<file path="src/rtl/bvr_pkg.sv">
package bvr_pkg;

  // Width of the opcode field at the top of every instruction word.
  localparam int unsigned OPC_W = 4;

  typedef enum logic [OPC_W-1:0] {
    OPC_BR_NEG = 4'h8,
    OPC_BR_ZERO = 4'h9,
    OPC_NOP    = 4'hD
  } opc_e;

  // True for any conditional branch opcode.
  function automatic logic opc_is_branch(input logic [OPC_W-1:0] opc);
    return (opc == OPC_BR_NEG) || (opc == OPC_BR_ZERO);
  endfunction

endpackage

</file>
<file path="src/rtl/bvr_rst_sync.sv">
module bvr_rst_sync #(
  parameter int unsigned STAGES = 2
) (
  input  logic clk,
  input  logic rst_n_i,
  output logic rst_n_o
);

  logic [STAGES-1:0] sync_q;
  logic [STAGES-1:0] sync_d;

  always_comb begin
    sync_d = {sync_q[STAGES-2:0], 1'b1};
  end

  // Asserts at once, releases after STAGES rising edges.
  always_ff @(posedge clk or negedge rst_n_i) begin
    if (!rst_n_i) begin
      sync_q <= '0;
    end else begin
      sync_q <= sync_d;
    end
  end

  assign rst_n_o = sync_q[STAGES-1];

endmodule

</file>
<file path="src/rtl/bvr_stage_reg.sv">
module bvr_stage_reg
  import bvr_pkg::*;
#(
  parameter int unsigned IW = 16,
  parameter int unsigned PW = 16
) (
  input  logic          clk,
  input  logic          rst_n,
  input  logic          load_en,
  input  logic          bubble,
  input  logic [IW-1:0] d_insn,
  input  logic          d_pred,
  input  logic [PW-1:0] d_pc,
  output logic [IW-1:0] q_insn,
  output logic          q_pred,
  output logic [PW-1:0] q_pc
);

  localparam int unsigned LOW_W = IW - OPC_W;
  localparam logic [IW-1:0] NOP_WORD = {OPC_NOP, {LOW_W{1'b0}}};

  logic [IW-1:0] insn_d;
  logic          pred_d;
  logic [PW-1:0] pc_d;

  // Next-state selection: bubble forces a NOP, otherwise pass through.
  always_comb begin
    if (bubble) begin
      insn_d = NOP_WORD;
      pred_d = 1'b0;
      pc_d   = '0;
    end else begin
      insn_d = d_insn;
      pred_d = d_pred;
      pc_d   = d_pc;
    end
  end

  // Register with an explicit load enable; holding equals stalling.
  always_ff @(posedge clk or negedge rst_n) begin
    if (!rst_n) begin
      q_insn <= NOP_WORD;
      q_pred <= 1'b0;
      q_pc   <= '0;
    end else if (load_en) begin
      q_insn <= insn_d;
      q_pred <= pred_d;
      q_pc   <= pc_d;
    end
  end

endmodule

</file>
<file path="src/rtl/bvr_resolve.sv">
module bvr_resolve
  import bvr_pkg::*;
(
  input  logic [OPC_W-1:0] opc,
  input  logic             pred,
  input  logic             flag_n,
  input  logic             flag_z,
  input  logic             already_done,
  output logic             eval,
  output logic             taken,
  output logic             mispredict
);

  logic is_br;
  logic cond_neg;
  logic cond_zero;

  always_comb begin
    is_br     = opc_is_branch(opc);
    cond_neg  = (opc == OPC_BR_NEG)  && flag_n;
    cond_zero = (opc == OPC_BR_ZERO) && flag_z;
    taken     = cond_neg || cond_zero;
    // Only the first cycle a branch spends in execute counts.
    eval       = is_br && !already_done;
    mispredict = eval && (taken != pred);
  end

endmodule

</file>
<file path="src/rtl/bvr_redirect.sv">
module bvr_redirect #(
  parameter int unsigned PW = 16
) (
  input  logic          mispredict,
  input  logic          taken,
  input  logic [PW-1:0] target,
  input  logic [PW-1:0] branch_pc,
  input  logic          spec_valid,
  input  logic [PW-1:0] spec_pc,
  output logic          pc_load,
  output logic [PW-1:0] pc_next
);

  localparam logic [PW-1:0] ONE = {{(PW-1){1'b0}}, 1'b1};

  logic [PW-1:0] fallthru;
  logic [PW-1:0] recover;

  always_comb begin
    fallthru = branch_pc + ONE;
    recover  = taken ? target : fallthru;
    pc_load  = mispredict || spec_valid;
    // Correction of the older instruction overrides the younger guess.
    if (mispredict) begin
      pc_next = recover;
    end else if (spec_valid) begin
      pc_next = spec_pc;
    end else begin
      pc_next = '0;
    end
  end

endmodule

</file>
<file path="src/rtl/bvr_unit.sv">
module bvr_unit
  import bvr_pkg::*;
#(
  parameter int unsigned IW = 16,
  parameter int unsigned PW = 16
) (
  input  logic          clk,
  input  logic          rst_n,
  input  logic [IW-1:0] rr_insn_i,
  input  logic          rr_pred_i,
  input  logic [PW-1:0] rr_pc_i,
  input  logic          ex_stall_i,
  input  logic          ex_bubble_i,
  input  logic          alu_n_i,
  input  logic          alu_z_i,
  input  logic [PW-1:0] alu_q_i,
  input  logic          rr_redir_valid_i,
  input  logic [PW-1:0] rr_redir_pc_i,
  output logic [IW-1:0] ex_insn_o,
  output logic          ex_pred_o,
  output logic [PW-1:0] ex_pc_o,
  output logic          flush_fetch_o,
  output logic          flush_rr_o,
  output logic          pc_load_o,
  output logic [PW-1:0] pc_next_o,
  output logic          upd_valid_o,
  output logic [IW-1:0] upd_insn_o,
  output logic          upd_taken_o
);

  localparam int unsigned OPC_LSB = IW - OPC_W;

  logic rst_sync_n;
  logic load_en;
  logic stage_bubble;
  logic eval;
  logic taken;
  logic mispredict;
  logic resolved_q, resolved_d;
  logic squash_pend_q, squash_pend_d;

  bvr_rst_sync #(.STAGES(2)) u_rst_sync (
    .clk     (clk),
    .rst_n_i (rst_n),
    .rst_n_o (rst_sync_n)
  );

  assign load_en      = !ex_stall_i;
  assign stage_bubble = ex_bubble_i || mispredict || squash_pend_q;

  bvr_stage_reg #(.IW(IW), .PW(PW)) u_stage (
    .clk     (clk),
    .rst_n   (rst_sync_n),
    .load_en (load_en),
    .bubble  (stage_bubble),
    .d_insn  (rr_insn_i),
    .d_pred  (rr_pred_i),
    .d_pc    (rr_pc_i),
    .q_insn  (ex_insn_o),
    .q_pred  (ex_pred_o),
    .q_pc    (ex_pc_o)
  );

  bvr_resolve u_resolve (
    .opc          (ex_insn_o[IW-1:OPC_LSB]),
    .pred         (ex_pred_o),
    .flag_n       (alu_n_i),
    .flag_z       (alu_z_i),
    .already_done (resolved_q),
    .eval         (eval),
    .taken        (taken),
    .mispredict   (mispredict)
  );

  bvr_redirect #(.PW(PW)) u_redirect (
    .mispredict (mispredict),
    .taken      (taken),
    .target     (alu_q_i),
    .branch_pc  (ex_pc_o),
    .spec_valid (rr_redir_valid_i),
    .spec_pc    (rr_redir_pc_i),
    .pc_load    (pc_load_o),
    .pc_next    (pc_next_o)
  );

  // Bookkeeping for a branch held in execute by a stall.
  always_comb begin
    resolved_d    = resolved_q;
    squash_pend_d = squash_pend_q;
    if (load_en) begin
      resolved_d    = 1'b0;
      squash_pend_d = 1'b0;
    end else begin
      if (eval) begin
        resolved_d = 1'b1;
      end
      if (mispredict) begin
        squash_pend_d = 1'b1;
      end
    end
  end

  always_ff @(posedge clk or negedge rst_sync_n) begin
    if (!rst_sync_n) begin
      resolved_q    <= 1'b0;
      squash_pend_q <= 1'b0;
    end else begin
      resolved_q    <= resolved_d;
      squash_pend_q <= squash_pend_d;
    end
  end

  assign flush_fetch_o = mispredict;
  assign flush_rr_o    = mispredict;
  assign upd_valid_o   = eval;
  assign upd_insn_o    = ex_insn_o;
  assign upd_taken_o   = taken;

endmodule

</file>
<file path="config.mk">
export PLATFORM = sky130hd
export DESIGN_NAME = bvr_unit
export DESIGN_NICKNAME = d
export VERILOG_FILES = /design/src/rtl/bvr_pkg.sv /design/src/rtl/bvr_rst_sync.sv /design/src/rtl/bvr_stage_reg.sv /design/src/rtl/bvr_resolve.sv /design/src/rtl/bvr_redirect.sv /design/src/rtl/bvr_unit.sv
export SDC_FILE = /design/constraint.sdc
export NUM_CORES = 1
export LEC_CHECK = 0
export CAP_MARGIN = 25
export CORE_ASPECT_RATIO = 1.5
export CORE_MARGIN = 10
export CORE_UTILIZATION = 40
export CTS_CLUSTER_DIAMETER = 80
export CTS_CLUSTER_SIZE = 40
export DETAILED_ROUTE_END_ITERATION = 12
export PLACE_DENSITY = 0.87
export SLEW_MARGIN = 15
export SYNTH_ARGS = -nofsm -noshare
export SYNTH_HDL_FRONTEND = slang
export SYNTH_SLANG_ARGS = --single-unit
</file>
<file path="constraint.sdc">
create_clock -name clk -period 3.9 [get_ports clk]
set_input_delay 0.585 -clock clk [delete_from_list [all_inputs] [get_ports clk]]
set_output_delay 0.585 -clock clk [all_outputs]
set_load 0.1 [all_outputs]
</file>
==> impl_metrics.env, run 1 <==
export IMPL_status="completed"
export IMPL_dp_hpwl_mm=6.58
export IMPL_critPathArrivalTime_ns=2.84
export IMPL_dpl_cell_count=407
export IMPL_final_cell_area_um2=3910
export IMPL_dr_pass1_iters=5
export IMPL_vias_per_cell=5.51
export IMPL_core_region_area_um2=5410
export IMPL_grt_pass1_wl_mm=12.7
export IMPL_vias=2287
export IMPL_hold_viol_final=0
export IMPL_yosys_area_share_simple_pct=14.1
export IMPL_synth_most_common_cell="dfrtp_1"
export IMPL_power_density_nw_per_um2=422
export IMPL_relSlewSlack_pct=32.1
export IMPL_area_growth_pct=76.7
export IMPL_layoutNonFillerInstCount=415
export IMPL_globalplace_congestion=0.821
export IMPL_grt_pass1_vias=2336
export IMPL_grt_util_all_layers_pct=17.6
export IMPL_die_x_um=80.7
export IMPL_syn_num_nets=298
export IMPL_crit_required_ns=3.31
export IMPL_synth_xor_area_share_pct=1.92
export IMPL_clock_sinks=37
export IMPL_synthCells=225
export IMPL_h_tree_depth=2
export IMPL_synthFlopType="dfrtp_1"
export IMPL_fp_row_count=33
export IMPL_muxShareOfSynthArea_pct=4.18
export IMPL_overflow=0
export IMPL_ir_worst_vdd_uv=316
export IMPL_cts_hold_buf=0
export IMPL_min_period_ns=3.43
export IMPL_async_reset_ff_share_pct=100
export IMPL_startpoint_type="input pin"
export IMPL_cp_end_kind="primary output"
export IMPL_netlist_area_um2=2210
export IMPL_synth_common_cells="dfrtp_1, a22o_1, nand2_1"
export IMPL_cts_buffers=5
export IMPL_tns_ns=0
export IMPL_clk_insertion_delay_late_ns=0.28
export IMPL_cts_tree="done"
export IMPL_synth_top_area_cell="dfrtp_1"
export IMPL_skew_ns=0.0112
export IMPL_drive_gt1_share_pct=16.2
export IMPL_p_leak_nw=1.57
export IMPL_ant_nets=0
export IMPL_timing_worst_setup_path_type="input pin to primary output"
export IMPL_clk_path_buf_depth=2
export IMPL_nets=417
export IMPL_synth_distinct_cells=38
export IMPL_io_buffers=141
export IMPL_postCtsSetupBuffers=0
export IMPL_clk_pin_slew_worst_paths_ns=0.07
export IMPL_grt_antenna_before_repair=0
export IMPL_diodes=0
export IMPL_drt_iter0_drc=149
export IMPL_holdCritPathClass="register to async pin"
export IMPL_totalWireLength_mm=8.09
export IMPL_tightestPinTransition_ns=1.02
export IMPL_syn_area_per_cell_um2=9.84
export IMPL_busiest_layer="met2"
export IMPL_rsz0062_at_grt="no"
export IMPL_start_util_pct=40.9
export IMPL_wl_per_cell_um=19.5
export IMPL_die_h_um=111
export IMPL_synth_edf_count=0
export IMPL_synth_top_area_share_pct=38.4
export IMPL_grt_max_degree=36
export IMPL_use_met3_pct=5.84
export IMPL_use_met2_pct=31.0
export IMPL_design_die_area_um2=8970
export IMPL_seq_area_frac_synth_pct=42.0
export IMPL_synth_area_leaders="dfrtp_1, a22o_1, buf_4"
export IMPL_synth_top_family_by_area="compound AO/OA/AOI/OAI gates"
export IMPL_cts_root_buffer="clkbuf_8"
export IMPL_setup_viol=0
export IMPL_ioPinCount=142
export IMPL_post_cts_resized=0
export IMPL_ys_ff_latch=37
export IMPL_fmax_mhz=292
export IMPL_synthAdderAreaFrac_pct=0.565
export IMPL_drc=0
export IMPL_period_share_pct=87.9
export IMPL_critPathMaxFanout=20
export IMPL_ys_warnings_count=0
export IMPL_max_cap_violations=0
export IMPL_slew_viol_final=0
export IMPL_place_area_um2=3830
export IMPL_synth_compound_area_share_pct=25.7
export IMPL_use_met1_pct=18.7
==> critical path, cell delays in order <==
cell,delay (ns)
clkdlybuf4s50_1,0.51
mux2i_4,0.10
xnor2_2,0.54
and2_1,0.21
buf_4,0.33
mux2i_2,0.33
buf_12,0.21
==> layout by cell type (no fill, tap or decap), types with 2 or more instances in the layout <==
master,instances
clkdlybuf4s50_1,120
dfrtp_1,34
a22o_1,30
nand2_1,20
buf_12,20
nor3_1,15
o211ai_1,10
inv_1,7
nor4_1,7
o22ai_2,7
buf_4,7
nand3_1,5
o21a_1,5
clkbuf_8,5
mux2i_2,4
nand4_1,3
and3_1,3
o32ai_2,3
o31a_1,3
xnor2_1,3
mux2i_1,3
o21ai_0,3
nor2b_1,3
a21oi_1,3
dfstp_2,3
clkbuf_1,2
==> routing by layer <==
metal	up-vias	part of all wire, %	routed length, um
met1	1105	36	2920
met2	105	53	4290
met3	12	9.0	725
met5	-	0	0
li1	1065	-	-
met4	0	1.8	148
==> cell families after synthesis <==
kind of cell               after synthesis
AOI/OAI and AO/OA                       70
and+or+nand+nor                         62
buffers and inverters                   42
DFF                                     37
muxes                                    8
xor gates and xnor gates                 4
adders and majority gates                1
other                                    1
==> stage by stage <==
stage / setup WS [ns] / power (W) / hold WS [ns] / util [%]
floorplan: -0.301 / 0.00114 / 0.289 / -
global placement: 0.531 / 0.00140 / 0.283 / 70.8
detailed placement: 0.448 / 0.00141 / 0.288 / 70.8
CTS: 0.448 / 0.00166 / 0.297 / 72.3
global route: 0.334 / 0.00171 / 0.341 / 72.3
finish: 0.473 / 0.00165 / 0.273 / 72.3
==> power breakdown <==
| part | switching, W | internal [W] |
|---|---|---|
| clock network | 0.000124 | 0.000125 |
| registers | 0.0000466 | 0.000422 |
| logic | 0.000652 | 0.000282 |
==> worst paths after layout <==
kind	start	endpoint	slack, ns	cells past startpoint
worst max-delay path	alu_n_i	pc_next_o[3]	0.47	7
worst min-delay path	u_rst_sync.sync_q[1]	u_stage.q_pc[4]	0.27	1
worst max register to register	u_stage.q_insn[12]	u_stage.q_pc[5]	1.41	5
worst min register to register	u_rst_sync.sync_q[1]	u_stage.q_pc[4]	0.27	1
max in group asynchronous	u_rst_sync.sync_q[1]	u_stage.q_insn[12]	3.29	1
min in group clk	u_rst_sync.sync_q[0]	u_rst_sync.sync_q[1]	0.36	0
==> sequential cells by signal, indices dropped and copies added (netlist names) <==
| name | count |
|---|---|
| u_rst_sync.sync_q | 2 |
| squash_pend_q | 1 |
| u_stage.q_pred | 1 |
| u_stage.q_insn | 16 |
| u_stage.q_pc | 16 |
| resolved_q | 1 |
==> layout make-up <==
type / instances / area (um2)
Sequential cell: 37 / 930
Timing Repair Buffer: 147 / 1650
Tap cell: 70 / 87.6
Fill cell: 406 / 1500
Clock inverter: 1 / 5.00
Inverter: 7 / 26.3
Clock buffer: 7 / 76.3
Multi-Input combinational cell: 146 / 1130
Note: power is estimated with default switching activity, not from simulation.
==> inputs of run 2 (changes only) <==
--- a/config.mk
+++ b/config.mk
@@ -6,13 +6,12 @@
 export NUM_CORES = 1
 export LEC_CHECK = 0
 export CAP_MARGIN = 25
-export CORE_ASPECT_RATIO = 1.5
-export CORE_MARGIN = 10
-export CORE_UTILIZATION = 40
+export CORE_UTILIZATION = 60
 export CTS_CLUSTER_DIAMETER = 80
 export CTS_CLUSTER_SIZE = 40
 export DETAILED_ROUTE_END_ITERATION = 12
-export PLACE_DENSITY = 0.87
+export DONT_BUFFER_PORTS = 1
+export PLACE_DENSITY = 0.76
 export SLEW_MARGIN = 15
 export SYNTH_ARGS = -nofsm -noshare
 export SYNTH_HDL_FRONTEND = slang
==> run 2 against run 1 <==
  * Power shrank 6.9%
  * Die area decreased by 56%
  * Register-to-register slack worse by 0.07 ns
  * Fmax up 1.1%
  * Count of clock-buffer cells in the layout shrank 1
  * Flip-flop and latch count is the same
  * Cell count fell by 30%
  * Final area decreased by 27%
==> impl_metrics.env, run 2 (synthesis results as in run 1) <==
export IMPL_clk_insertion_delay_late_ns=0.29
export IMPL_diodes=0
export IMPL_slowest_stage="dfstp_2"
export IMPL_globalplace_congestion=0.873
export IMPL_drc=0
export IMPL_grt_pass1_vias=2049
export IMPL_die_h_um=62.7
export IMPL_tightestPinTransition_ns=0.966
export IMPL_die_x_um=62.7
export IMPL_ant_nets=0
export IMPL_clock_sinks=37
export IMPL_wl_per_cell_um=21.9
export IMPL_vias_per_cell=6.87
export IMPL_startpoint_type="register"
export IMPL_setup_viol=0
export IMPL_cts_buffers=5
export IMPL_critPathMaxFanout=8
export IMPL_crit_end="pc_next_o[11]"
export IMPL_design_die_area_um2=3940
export IMPL_relSlewSlack_pct=35.6
export IMPL_cts_root_buffer="clkbuf_8"
export IMPL_final_common_cell="a22o_1"
export IMPL_grt_pass1_wl_mm=10.1
export IMPL_hold_ws_ns=0.279
export IMPL_startpoint="u_stage.q_insn[15]"
export IMPL_p_leak_nw=1.19
export IMPL_drive_gt1_share_pct=37.3
export IMPL_crit_chain="or3b_1 -> or2_1 -> inv_1 -> buf_4 -> nor4_1 -> o32ai_4 -> buf_12"
export IMPL_postCtsSetupBuffers=0
export IMPL_post_route_util_pct=83.2
export IMPL_grt_util_all_layers_pct=33.8
export IMPL_skew_ns=0.00649
export IMPL_min_period_ns=3.39
export IMPL_core_region_area_um2=3440
export IMPL_cts_hold_buf=1
export IMPL_start_util_pct=64.3
export IMPL_io_buffers=0
export IMPL_clk_pin_slew_worst_paths_ns=0.07
export IMPL_period_share_pct=86.9
export IMPL_largestRegisters="u_stage.q_insn x16, u_stage.q_pc x16, u_rst_sync.sync_q x2"
export IMPL_rsz0062_at_grt="no"
export IMPL_r2r_end="u_stage.q_insn[7]"
export IMPL_reg2regPathDepth=5
export IMPL_totalWireLength_mm=6.36
export IMPL_ff2ff_setup_slack_ns=1.34
export IMPL_post_cts_resized=0
export IMPL_cp_end_kind="primary output"
export IMPL_seq_area_um2=946
export IMPL_slew_viol_final=0
export IMPL_overflow=0
export IMPL_fp_row_count=21
export IMPL_dp_hpwl_mm=4.80
export IMPL_hold_viol_final=0
export IMPL_grt_antenna_before_repair=0
export IMPL_status="completed"
export IMPL_critPathArrivalTime_ns=2.81
export IMPL_r2r_start="u_stage.q_insn[12]"
export IMPL_layout_common_cells="a22o_1, buf_4, dfrtp_1"
export IMPL_drt_iter0_drc=154
export IMPL_clk_path_buf_depth=2
export IMPL_cts_tree="done"
export IMPL_h_tree_depth=2
export IMPL_nets=316
export IMPL_dpl_cell_count=281
export IMPL_crit_required_ns=3.31
export IMPL_multi_input_area_um2=1180
export IMPL_nFillCells=194
export IMPL_dr_pass1_iters=4
export IMPL_fmax_mhz=295
export IMPL_layoutNonFillerInstCount=290
export IMPL_holdCritPathClass="register to async pin"
export IMPL_area_growth_pct=29.4
export IMPL_ioPinCount=142
export IMPL_cpPeakStageDelay_ns=0.52
export IMPL_ir_worst_vdd_uv=459
export IMPL_max_cap_violations=0
export IMPL_power_density_nw_per_um2=537
export IMPL_vias=1993
export IMPL_grt_max_degree=37
export IMPL_timing_worst_setup_path_type="register to primary output"
==> run 2: cell count changes in the layout (fill, tap and decap cells not counted), moves of 2 or more <==
cell,delta
buf_12,-3
buf_4,+21
clkbuf_1,-2
clkdlybuf4s50_1,-120
dfrtp_1,-13
dfrtp_2,+13
o32ai_2,-3
o32ai_4,+3
==> run 2: power breakdown <==
group | switching, W | internal [W] | leakage, nW | total, W
Combinational | 0.000459 | 0.000164 | 0.684 | 0.000622
Clock | 0.000135 | 0.000143 | 0.0512 | 0.000278
Sequential | 0.000217 | 0.000420 | 0.457 | 0.000637
Total | 0.000811 | 0.000727 | 1.19 | 0.00154
==> run 2: routing by layer <==
metal	track usage, %	routed length (um)
met5	0	0
met4	19.5	298
met3	8.58	535
met2	56.7	3240
met1	39.3	2280
==> run 2: worst min-delay path by stage <==
stage                                       to                  from  slack [ns]  cells after the start
after detailed placement     u_stage.q_insn[0]  u_rst_sync.sync_q[1]        0.29                      1
after global routing             squash_pend_q  u_rst_sync.sync_q[1]        0.34                      1
after floorplan           u_rst_sync.sync_q[0]                 rst_n        0.29                      0
final                        u_stage.q_insn[1]  u_rst_sync.sync_q[1]        0.28                      1
after global placement           squash_pend_q  u_rst_sync.sync_q[1]        0.27                      1
after CTS                    u_stage.q_insn[0]  u_rst_sync.sync_q[1]        0.29                      1
==> run 2: worst max-delay path: cells and delay by family (launching register included) <==
kind	cells	cell delay (ns)
DFF	1	0.52
buffers and inverters	3	0.77
AOI/OAI and AO/OA	1	0.35
and+or+nand+nor	3	0.86
==> run 2: stage by stage <==
step | setup slack [ns] | power (W) | cell area (um2) | setup TNS (ns)
4_1_cts | 0.546 | 0.00154 | 2860 | 0
2_1_floorplan | -0.301 | 0.00114 | 2310 | -0.301
3_3_place_gp | 0.974 | 0.00125 | 2760 | 0
5_1_grt | 0.404 | 0.00158 | 2860 | 0
3_5_place_dp | 0.867 | 0.00126 | 2760 | 0
6_report | 0.510 | 0.00154 | 2860 | 0
==> run 2: cell type report <==
class                      count  area share (%)
inverter                       7           0.917
multi-input combinational    146            41.1
clock inverter                 2           0.481
tap                           46            2.01
timing repair buffer          46            19.6
sequential                    37            33.0
clock buffer                   6            2.88
